File: src/rtl/ars_pkg.sv
package ars_pkg;
    typedef enum logic [2:0] {
        S_IDLE  = 3'd0,
        S_ADDR  = 3'd1,
        S_AHOLD = 3'd2,
        S_WAIT  = 3'd3,
        S_OE1   = 3'd4,
        S_OE2   = 3'd5,
        S_DONE  = 3'd6
    } ars_state_t;
endpackage

File: src/rtl/ars_timing.sv
module ars_timing #(
    parameter int AOE_W = 2,
    parameter int RH_W  = 4,
    parameter int CNT_W = 5
) (
    input  logic             addr_hold,
    input  logic [AOE_W-1:0] adv_oe,
    input  logic [RH_W-1:0]  rd_hold,
    output logic [CNT_W-1:0] oe_start
);
    logic [CNT_W-1:0] from_adv;
    logic [CNT_W-1:0] from_cs;
    logic [CNT_W-1:0] floor_v;
    logic [CNT_W-1:0] larger;

    always_comb begin
        from_adv = CNT_W'(adv_oe) + CNT_W'(1);
        from_cs  = CNT_W'(rd_hold);
        floor_v  = addr_hold ? CNT_W'(2) : CNT_W'(1);
        larger   = (from_adv > from_cs) ? from_adv : from_cs;
        oe_start = (larger > floor_v) ? larger : floor_v;
    end
endmodule

File: src/rtl/ars_fsm.sv
module ars_fsm
    import ars_pkg::*;
#(
    parameter int CNT_W = 5
) (
    input  logic             clk,
    input  logic             rst_n,
    input  logic             req_valid,
    input  logic             addr_hold,
    input  logic [CNT_W-1:0] oe_start,
    output logic             accept,
    output logic             ready,
    output logic             cs,
    output logic             adv,
    output logic             oe,
    output logic             addr_phase,
    output logic             capture,
    output logic             done
);
    ars_state_t       state, state_nx;
    logic [CNT_W-1:0] cnt;
    logic [CNT_W-1:0] start_q;
    logic             hold_q;
    logic [CNT_W-1:0] cnt_nx;

    assign accept = (state == S_IDLE) && req_valid;
    assign cnt_nx = cnt + CNT_W'(1);

    always_comb begin
        state_nx = state;
        unique case (state)
            S_IDLE:  if (req_valid) state_nx = S_ADDR;
            S_ADDR: begin
                if (hold_q)                 state_nx = S_AHOLD;
                else if (cnt_nx == start_q) state_nx = S_OE1;
                else                        state_nx = S_WAIT;
            end
            S_AHOLD: state_nx = (cnt_nx == start_q) ? S_OE1 : S_WAIT;
            S_WAIT:  if (cnt_nx == start_q) state_nx = S_OE1;
            S_OE1:   state_nx = S_OE2;
            S_OE2:   state_nx = S_DONE;
            S_DONE:  state_nx = S_IDLE;
            default: state_nx = S_IDLE;
        endcase
    end

    always_ff @(posedge clk or negedge rst_n) begin
        if (!rst_n) begin
            state   <= S_IDLE;
            cnt     <= '0;
            start_q <= '0;
            hold_q  <= 1'b0;
        end else begin
            state <= state_nx;
            if (accept) begin
                cnt     <= '0;
                start_q <= oe_start;
                hold_q  <= addr_hold;
            end else if (state == S_ADDR || state == S_AHOLD || state == S_WAIT) begin
                cnt <= cnt_nx;
            end
        end
    end

    always_comb begin
        ready      = 1'b0;
        cs         = 1'b0;
        adv        = 1'b0;
        oe         = 1'b0;
        addr_phase = 1'b0;
        capture    = 1'b0;
        done       = 1'b0;
        unique case (state)
            S_IDLE:  ready = 1'b1;
            S_ADDR:  begin cs = 1'b1; adv = 1'b1; addr_phase = 1'b1; end
            S_AHOLD: begin cs = 1'b1; addr_phase = 1'b1; end
            S_WAIT:  cs = 1'b1;
            S_OE1:   begin cs = 1'b1; oe = 1'b1; end
            S_OE2:   begin cs = 1'b1; oe = 1'b1; capture = 1'b1; end
            S_DONE:  done = 1'b1;
            default: ready = 1'b0;
        endcase
    end

    a_r3_adv_single: assert property (@(posedge clk) disable iff (!rst_n)
        adv |=> !adv);
    a_r3_adv_in_cs: assert property (@(posedge clk) disable iff (!rst_n)
        adv |-> cs);
    a_r5_no_oe_in_addr: assert property (@(posedge clk) disable iff (!rst_n)
        addr_phase |-> !oe);
    a_r7_oe_two_cycles: assert property (@(posedge clk) disable iff (!rst_n)
        $rose(oe) |=> oe);
    a_r8_cs_oe_drop: assert property (@(posedge clk) disable iff (!rst_n)
        $fell(oe) |-> (!cs && done));
    a_r8_done_pulse: assert property (@(posedge clk) disable iff (!rst_n)
        done |=> !done);
    a_r2_ready_idle: assert property (@(posedge clk) disable iff (!rst_n)
        ready |-> !cs);
endmodule

File: src/rtl/ars_datapath.sv
module ars_datapath #(
    parameter int ADDR_W = 9,
    parameter int DATA_W = 16
) (
    input  logic              clk,
    input  logic              rst_n,
    input  logic              accept,
    input  logic [ADDR_W-1:0] req_addr,
    input  logic              addr_phase,
    input  logic              capture,
    input  logic [DATA_W-1:0] bus_rdata,
    output logic [ADDR_W-1:0] bus_addr,
    output logic [DATA_W-1:0] rdata
);
    logic [ADDR_W-1:0] addr_q;

    always_ff @(posedge clk or negedge rst_n) begin
        if (!rst_n) begin
            addr_q <= '0;
            rdata  <= '0;
        end else begin
            if (accept)  addr_q <= req_addr;
            if (capture) rdata  <= bus_rdata;
        end
    end

    assign bus_addr = addr_phase ? addr_q : '0;
endmodule

File: src/rtl/adv_read_seq.sv
module adv_read_seq #(
    parameter int ADDR_W = 9,
    parameter int DATA_W = 16,
    parameter int AOE_W  = 2,
    parameter int RH_W   = 4
) (
    input  logic              clk,
    input  logic              rst_n,
    input  logic              req_valid,
    input  logic [ADDR_W-1:0] req_addr,
    output logic              req_ready,
    input  logic              cfg_addr_hold,
    input  logic [AOE_W-1:0]  cfg_adv_oe,
    input  logic [RH_W-1:0]   cfg_rd_hold,
    output logic              bus_cs,
    output logic              bus_adv,
    output logic              bus_oe,
    output logic [ADDR_W-1:0] bus_addr,
    input  logic [DATA_W-1:0] bus_rdata,
    output logic              done,
    output logic [DATA_W-1:0] rdata
);
    localparam int CNT_W = ((RH_W > AOE_W) ? RH_W : AOE_W) + 1;

    logic [CNT_W-1:0] oe_start;
    logic             accept;
    logic             addr_phase;
    logic             capture;

    ars_timing #(.AOE_W(AOE_W), .RH_W(RH_W), .CNT_W(CNT_W)) u_timing (
        .addr_hold (cfg_addr_hold),
        .adv_oe    (cfg_adv_oe),
        .rd_hold   (cfg_rd_hold),
        .oe_start  (oe_start)
    );

    ars_fsm #(.CNT_W(CNT_W)) u_fsm (
        .clk        (clk),
        .rst_n      (rst_n),
        .req_valid  (req_valid),
        .addr_hold  (cfg_addr_hold),
        .oe_start   (oe_start),
        .accept     (accept),
        .ready      (req_ready),
        .cs         (bus_cs),
        .adv        (bus_adv),
        .oe         (bus_oe),
        .addr_phase (addr_phase),
        .capture    (capture),
        .done       (done)
    );

    ars_datapath #(.ADDR_W(ADDR_W), .DATA_W(DATA_W)) u_dp (
        .clk        (clk),
        .rst_n      (rst_n),
        .accept     (accept),
        .req_addr   (req_addr),
        .addr_phase (addr_phase),
        .capture    (capture),
        .bus_rdata  (bus_rdata),
        .bus_addr   (bus_addr),
        .rdata      (rdata)
    );
endmodule

File: config.mk
export PLATFORM = sky130hd
export DESIGN_NAME = adv_read_seq
export DESIGN_NICKNAME = d
export VERILOG_FILES = /design/src/rtl/ars_pkg.sv /design/src/rtl/ars_timing.sv /design/src/rtl/ars_fsm.sv /design/src/rtl/ars_datapath.sv /design/src/rtl/adv_read_seq.sv
export SDC_FILE = /design/constraint.sdc
export NUM_CORES = 1
export LEC_CHECK = 0
export CAP_MARGIN = 0
export CORE_UTILIZATION = 43
export CTS_BUF_LIST = sky130_fd_sc_hd__clkbuf_8
export DETAILED_ROUTE_END_ITERATION = 8
export PLACE_DENSITY = 0.78
export SKIP_CTS_REPAIR_TIMING = 1
export SLEW_MARGIN = 20
export SYNTH_ARGS = -nofsm -noshare
export SYNTH_HDL_FRONTEND = slang
export SYNTH_SLANG_ARGS = --single-unit
File: constraint.sdc
create_clock -name clk -period 2 [get_ports clk]
set_clock_uncertainty 0.2 [all_clocks]
set_input_delay 0.4 -clock clk [delete_from_list [all_inputs] [get_ports clk]]
set_output_delay 0.4 -clock clk [all_outputs]
set_load 0.02 [all_outputs]
Word-level counts from Yosys, hierarchy flattened
Index checks and enable logic that the tools add are counted.

Register bits after elaboration: 39. Bits of input ports: 35. Output and inout bits: 30. Logic and storage cells: 46.

$add $sub $neg: 2. $lt $le $gt $ge: 2. Eq/ne operators: 9. Mux-type cells: 18. Reductions and logical operators: 9.

Operators by type and width (number): 2-to-1 mux 5 bit (4); case mux 3 bit (6 select lines) (1); 2-to-1 mux 3 bit (4); equality test 3 bit (second input constant) (3); 2-to-1 mux 9 bit (1); 2-to-1 mux 1 bit (7); equality test 3 x 2 -> 1 bit (second input constant) (2); adder 5 x 1 -> 5 bit (second input constant) (1); equality test 5 bit (1); greater-than comparator 5 x 4 -> 1 bit (1); greater-than comparator 5 bit (1); OR reduction 5 bit (1); OR reduction 2 bit (2); adder 2 x 1 -> 3 bit (second input constant) (1); equality test 3 x 1 -> 1 bit (second input constant) (1); logical NOT 3 bit (1); logical OR 1 bit (2); 2-to-1 mux 2 bit (1); inequality test 2 x 1 -> 1 bit (second input constant) (1); inequality test 2 bit (second input constant) (1); AND reduction 2 bit (1); nonzero test 2 bit (1); logical AND 1 bit (1).

Logic depth before layout (Yosys ltp)
Gate-level depths: netlist of the first run.

Word-level depth: 5. Mapped depth: 13. Depth with buffers taken out: 13.

Hierarchy
A second synthesis of the first run with hierarchy kept.

Cells, all modules: 166. Area total of the unflattened synthesis: 2092.0 um2.

By module, submodules not included: ars_datapath (times used 1, cells an instance 62, area an instance 1037.2 um2, sequential area each 625.6 um2); ars_fsm (times used 1, cells an instance 74, area an instance 794.5 um2, sequential area each 350.3 um2); ars_timing (times used 1, cells an instance 30, area an instance 260.2 um2, sequential area each 0.0 um2).

Least setup slack after synthesis of the first run
OpenSTA, ideal clock, no wires.

Kind: input port to flip-flop. Start point: in cfg_adv_oe[0]. End point: reg u_fsm.start_q[1]. Library setup time: 0.129 ns. Arrival: 2.604 ns. Data required time: 1.671 ns. Slack: -0.933 ns. Stages: 13. Buffers on the path: 0. Path through: ha_1 > ha_1 > nand2b_1 > a21oi_1 > a21oi_1 > a21oi_1 > inv_1 > ha_1 > nor2b_1 > a2bb2oi_1 > a311oi_1 > and2_1 > o31ai_1.

Longest elaborated chain between the ends: 5.

Ends and longest elaborated chain: from (decl) (RTL line adv_read_seq.sv:13) `input logic [AOE_W-1:0] cfg_adv_oe,`; adder 2 x 1 -> 3 bit * (RTL line ars_timing.sv:17) `from_adv = CNT_W'(adv_oe) + CNT_W'(1);`; greater-than comparator 5 x 4 -> 1 bit (RTL line ars_timing.sv:20) `larger = (from_adv > from_cs) ? from_adv : from_cs;`; 2-to-1 mux 5 bit * (RTL line ars_timing.sv:20); greater-than comparator 5 bit (RTL line ars_timing.sv:21) `oe_start = (larger > floor_v) ? larger : floor_v;`; 2-to-1 mux 5 bit * (RTL line ars_timing.sv:21); to (signal assigned) (RTL line ars_fsm.sv:57) `start_q <= oe_start;`; to (decl) (RTL line ars_fsm.sv:22) `logic [CNT_W-1:0] start_q;`.

Every way passes the cells marked *; elsewhere a longest branch is shown, timed or not. A chain may end at the register's enable or synchronous reset.

Worst setup path after layout of the first run
Start point: in cfg_adv_oe[1]. End point: reg u_fsm.start_q[1].

Same word-level chain as after synthesis.

==> results of run 1 <==
Yosys cell counts, drive strengths merged, types with 2 or more instances:
cell,n
xnor2,4
o21ai,8
dfrtp,38
a21oi,8
o31ai,2
buf,6
a21o,2
a32oi,2
nand2,8
a22o,2
nor3b,2
nand2b,2
ha,7
and2,10
nor2b,4
inv,6
nor3,4
nand3,2
nor2,10
mux2,27
final timing paths:
| path | from | to | slack, ns | cells past startpoint |
|---|---|---|---|---|
| min | u_dp.addr_q[4]$_DFFE_PN0P_ | u_dp.addr_q[4]$_DFFE_PN0P_ | 0.30 | 1 |
| max | cfg_adv_oe[1] | u_fsm.start_q[1]$_DFFE_PN0P_ | -0.72 | 14 |
| min in group asynchronous | rst_n | u_fsm.hold_q$_DFFE_PN0P_ | 0.49 | 3 |
| min reg2reg | u_dp.addr_q[4]$_DFFE_PN0P_ | u_dp.addr_q[4]$_DFFE_PN0P_ | 0.30 | 1 |
| max in group asynchronous | rst_n | u_fsm.cnt[2]$_DFFE_PN0P_ | 0.78 | 3 |
| max reg2reg | u_fsm.cnt[1]$_DFFE_PN0P_ | u_fsm.state[2]$_DFFE_PN0P_ | 0.09 | 6 |
power groups by stage:
stage / Combinational, mW / Sequential (mW) / Clock (mW)
floorplan: 0.877 / 1.50 / 0
global placement: 1.76 / 1.33 / 0
detailed placement: 1.80 / 1.35 / 0
CTS: 1.81 / 1.33 / 0.535
global route: 2.15 / 1.39 / 0.573
finish: 2.02 / 1.35 / 0.521
final cells by class:
class / count / area [um^2] / area share [%]
multi-input cells: 117 / 1130 / 36.3
flip-flops and latches: 38 / 951 / 30.5
repair buffers: 90 / 865 / 27.7
clock buffers: 6 / 82.6 / 2.65
well taps: 52 / 65.1 / 2.09
inverters: 6 / 22.5 / 0.723
metal layers:
| metal | up-vias | wire, um | GRT usage, % |
|---|---|---|---|
| met5 | - | 0 | 0 |
| met4 | 0 | 59 | 6.80 |
| met3 | 7 | 227 | 5.09 |
| met2 | 49 | 2450 | 31.9 |
| met1 | 775 | 2030 | 23.3 |
| li1 | 777 | - | - |
through the flow:
| stage | instance area (um^2) | worst slack, ns | hold slack [ns] |
|---|---|---|---|
| 2_1_floorplan | 2000 | -0.725 | -0.0956 |
| 3_3_place_gp | 2820 | -1.34 | 0.278 |
| 3_5_place_dp | 2820 | -1.50 | 0.284 |
| 4_1_cts | 2900 | -1.19 | -0.0252 |
| 5_1_grt | 3120 | -0.799 | 0.316 |
| 6_report | 3120 | -0.719 | 0.300 |
kinds of logic (layout without fill, tap and decap cells):
family | Yosys count | count (layout) | synth area share [%]
buffers and inverters | 12 | 102 | 3.15
and+or+nand+nor | 45 | 45 | 13.0
DFF | 38 | 38 | 48.8
xor gates and xnor gates | 6 | 6 | 3.47
AOI/OAI and AO/OA | 32 | 32 | 11.4
muxes | 27 | 27 | 15.6
adders and majority gates | 7 | 7 | 4.50
state kept, by name, indices dropped and copies added (netlist names):
name,flops
u_dp.rdata,16
u_dp.addr_q,9
u_fsm.cnt,5
u_fsm.start_q,4
u_fsm.state,3
u_fsm.hold_q,1
worst max-delay path: cells and delay by family:
kind	cells	cell delay [ns]
AOI/OAI and AO/OA	6	0.95
adders and majority gates	3	0.76
buffers and inverters	2	0.16
and+or+nand+nor	3	0.41
==> metrics.yaml, run 1 <==
crit_required_ns: 1.97
dpl.hpwl_um: 3140
ys_seq_elements: 38
gp_congestion: 0.788
fin_crit_ns: 2.72
power_mw: 3.89
wirelength_um: 4760
peakVddDrop_mv: 0.587
status: "finished with violations"
layout_commonest_cell: "clkdlybuf4s50_1"
grt_usage_pct: 18.9
vias: 1608
power.density_nw_per_um2: 1250
drtAntennaViolNets: 0
synth-edff-count: 0
yosysTopAreaCellShare_pct: 48.8
num_rows: 24
synth.area.top_cells: "dfrtp_1 (49%), mux2_2 (16%), ha_1 (4.5%)"
cts_root_buffer: "clkbuf_8"
netlist_area_um2: 1950
power.net_switching_mw: 1.38
final_core_util_pct: 71.6
synth_area_per_cell_um2: 11.7
finalHoldViolCount: 0
power_frac_comb_pct: 51.9
n_antenna_cell: 0
nFillCells: 305
synth_nets: 209
grt_pass1_vias: 1570
clkPwrFrac_pct: 13.4
final_cell_mix: "clkdlybuf4s50_1 (44), dfrtp_1 (38), mux2_2 (27)"
synthCells: 167
yosysTopAreaCell: "dfrtp_1"
die_area_um2: 4800
drv_cap: 0
start_kind: "input port"
dp.cells: 297
fin_ws_ns: -0.719
clock_latency_ns: 0.29
clock.fmax_ghz: 0.368
yosysWarnings: 0
p_int_mw: 2.51
grt_pass1_wl_um: 7250
drc: 0
core_area_um2: 4350
drive_above_1_share_pct: 43.2
clock_path_buffers: 2
synth.distinct_cells: 39
p_sw_share_pct: 35.4
drtIter0Drc: 43
io_pins: 65
pwr-share-seq_pct: 34.7
maxSlewViolCount: 0
relSlewSlack_pct: 63.6
drt-wirelength-per-cell_um: 15.4
path_clk_slew_ns: 0.07
vias_per_cell: 5.20
cp-end-kind: "flip-flop"
post-route-period-util_pct: 136
start_util_pct: 44.7
max_stage_delay_ns: 0.36
area_growth_pct: 60.0
slowest_stage: "a311oi_2"
gr-total-overflow: 0
cp_max_fo: 3
antenna_found_initial: 0
setup_tns_ns: -1.71
die_w_um: 69.3
path_class: "in -> reg"
htreeDepth: 2
final_cells: 309
synth-main-ff-cell: "dfrtp_1"
crit_path_frequent_cell: "ha_4"
hold_class: "reg -> reg"
critPathArrivalTime_ns: 2.69
grt_max_degree: 39
dr.pass1.iters: 4
p_leak_nw: 1.43
tightestPinTransition_ns: 0.541
ys_seq_area_share_pct: 48.8
cts_buffers: 5
violations: "negative setup slack"
clkSinkCount: 38
async_flop_share_pct: 100
io_buffers: 64
die_y_um: 69.3
rsz0062_at_grt: "true"
layout.nets: 300
worstPathCellList: "buf_6 -> ha_4 -> ha_4 -> nand2b_4 -> a21oi_4 -> a21oi_2 -> a21oi_2 -> inv_2 -> ha_4 -> nor2b_4 -> a2bb2oi_2 -> a311oi_2 -> and2_4 -> o31ai_1"
setup_viol: 6
cts_tree: "built"
(Power assumes the default switching activity.)
==> run 2, diff against run 1 <==
--- a/config.mk
+++ b/config.mk
@@ -6,10 +6,11 @@
 export NUM_CORES = 1
 export LEC_CHECK = 0
 export CAP_MARGIN = 0
-export CORE_UTILIZATION = 43
+export CORE_UTILIZATION = 39
 export CTS_BUF_LIST = sky130_fd_sc_hd__clkbuf_8
 export DETAILED_ROUTE_END_ITERATION = 8
-export PLACE_DENSITY = 0.78
+export GPL_ROUTABILITY_DRIVEN = 0
+export PLACE_DENSITY = 0.72
 export SKIP_CTS_REPAIR_TIMING = 1
 export SLEW_MARGIN = 20
 export SYNTH_ARGS = -nofsm -noshare
==> metrics.yaml, run 2 (synthesized netlist as in run 1, its figures left out) <==
clock_path_buffers: 2  # unchanged
io_pins: 65  # unchanged
relSlewSlack_pct: 65.1  # was 63.6%
gr-total-overflow: 0  # unchanged
n_antenna_cell: 0  # unchanged
drtIter0Drc: 56  # was 43
dpl.hpwl_um: 3110  # was 3140 um
final_core_util_pct: 68.3  # was 71.6%
io_buffers: 64  # unchanged
dp.cells: 316  # was 297
area_growth_pct: 66.8  # was 60.0%
drtAntennaViolNets: 0  # unchanged
post-route-period-util_pct: 138  # was 136%
antenna_found_initial: 0  # unchanged
die_area_um2: 5280  # was 4800 um^2
seqCellArea_um2: 951  # unchanged
rsz0062_at_grt: "true"  # unchanged
status: "finished with violations"  # unchanged
fin_hold_ws_ns: 0.305  # was 0.300 ns
num_rows: 25  # was 24
dr.pass1.iters: 4  # unchanged
htreeDepth: 2  # unchanged
reg2reg_depth: 6  # unchanged
wirelength_um: 4680  # was 4760 um
grt_usage_pct: 16.7  # was 18.9%
clock_latency_ns: 0.29  # about the same
drive_above_1_share_pct: 46.2  # was 43.2%
largest_reg_flops: 16  # unchanged
dp_slack_ns: -1.44  # was -1.50 ns
tightestPinTransition_ns: 0.522  # was 0.541 ns
path_clk_slew_ns: 0.07  # about the same
layout.nets: 305  # was 300
max_flop_register: "u_dp.rdata"  # unchanged
clock.fmax_ghz: 0.363  # was 0.368 GHz
drc: 0  # unchanged
cts_buffers: 5  # unchanged
grt_pass1_vias: 1537  # was 1570
critPathArrivalTime_ns: 2.72  # was 2.69 ns
peakVddDrop_mv: 0.459  # was 0.587 mV
core_area_um2: 4750  # was 4350 um^2
finalHoldViolCount: 0  # unchanged
drt-wirelength-per-cell_um: 14.1  # was 15.4 um
hold_class: "reg -> reg"  # unchanged
cp_max_fo: 3  # unchanged
path_class: "in -> reg"  # unchanged
p_leak_nw: 1.47  # was 1.43 nW
grt_pass1_wl_um: 6800  # was 7250 um
start_kind: "input port"  # unchanged
final_cells: 331  # was 309
drv_cap: 0  # unchanged
maxSlewViolCount: 0  # unchanged
worstHoldPathCells: 1  # unchanged
fin_ws_ns: -0.757  # was -0.719 ns
fin_crit_ns: 2.76  # was 2.72 ns
vias_per_cell: 4.91  # was 5.20
cts_tree: "built"  # unchanged
grt_max_degree: 39  # unchanged
cp-end-kind: "flip-flop"  # unchanged
start_util_pct: 41.0  # was 44.7%
vias: 1626  # was 1608
die_w_um: 72.7  # was 69.3 um
crit_required_ns: 1.96  # was 1.97 ns
power.density_nw_per_um2: 1240  # was 1250 nW/um^2
violations: "negative setup slack"  # unchanged
layout_commonest_cell: "clkdlybuf4s50_1"  # unchanged
multi_input_comb_area_um2: 1180  # was 1130 um^2
clkSinkCount: 38  # unchanged
die_y_um: 72.7  # was 69.3 um
nFillCells: 366  # was 305
top_regs: "u_dp.rdata x16, u_dp.addr_q x9, u_fsm.cnt x5"  # unchanged
cts_root_buffer: "clkbuf_8"  # unchanged
setup_viol: 12  # was 6
final_cell_mix: "clkdlybuf4s50_1 (44), dfrtp_1 (38), mux2_2 (27)"  # unchanged
## run 2: metal layers
metal	routed length, um	share of wire (%)	GRT usage, %	up-vias
li1	-	-	-	789
met1	1950	42	20.1	789
met2	2460	53	28.2	42
met3	193	4.1	4.42	6
met4	78	1.7	6.97	0
met5	0	0	0	-
## run 2: final timing paths
check                                               start                           end  slack [ns]
max in group asynchronous                           rst_n  u_fsm.start_q[1]$_DFFE_PN0P_        0.79
worst min register to register  u_dp.rdata[6]$_DFFE_PN0N_     u_dp.rdata[6]$_DFFE_PN0N_        0.31
worst min-delay path            u_dp.rdata[6]$_DFFE_PN0N_     u_dp.rdata[6]$_DFFE_PN0N_        0.31
min in group asynchronous                           rst_n     u_dp.rdata[8]$_DFFE_PN0N_        0.48
worst max-delay path                        cfg_adv_oe[1]  u_fsm.start_q[0]$_DFFE_PN0P_       -0.76
worst max register to register   u_fsm.cnt[1]$_DFFE_PN0P_    u_fsm.state[2]$_DFFE_PN0P_        0.07
## run 2: cell type report
type | count | share of cell area [%]
Clock buffer | 5 | 2.12
Multi-Input combinational cell | 117 | 36.5
Timing Repair Buffer | 95 | 27.7
Clock inverter | 3 | 1.16
Sequential cell | 38 | 29.3
Tap cell | 67 | 2.58
Inverter | 6 | 0.693
## run 2: report_power, final
| group | leakage [nW] | switching [mW] | internal (mW) | total, mW |
|---|---|---|---|---|
| Clock | 0.0607 | 0.254 | 0.363 | 0.617 |
| Combinational | 0.953 | 0.908 | 1.16 | 2.07 |
| Sequential | 0.453 | 0.218 | 1.12 | 1.34 |
## run 2: worst max-delay path: stages
cell	delay, ns
buf_6	0.10
ha_4	0.25
ha_4	0.30
nand2b_4	0.07
a21o_1	0.22
nor2_4	0.15
a21oi_4	0.07
inv_2	0.07
ha_4	0.20
nor2b_4	0.12
a2bb2oi_2	0.13
a311oi_2	0.34
and2_4	0.23
o31ai_2	0.06
## run 2: per-stage QoR
| step | instance area (um^2) | power [mW] | TNS (ns) |
|---|---|---|---|
| after floorplan | 2000 | 2.38 | -1.45 |
| after global placement | 2860 | 3.09 | -3.95 |
| after detailed placement | 2860 | 3.14 | -4.08 |
| after CTS | 2960 | 3.76 | -7.59 |
| after global routing | 3250 | 4.28 | -3.12 |
| final | 3250 | 4.03 | -2.08 |
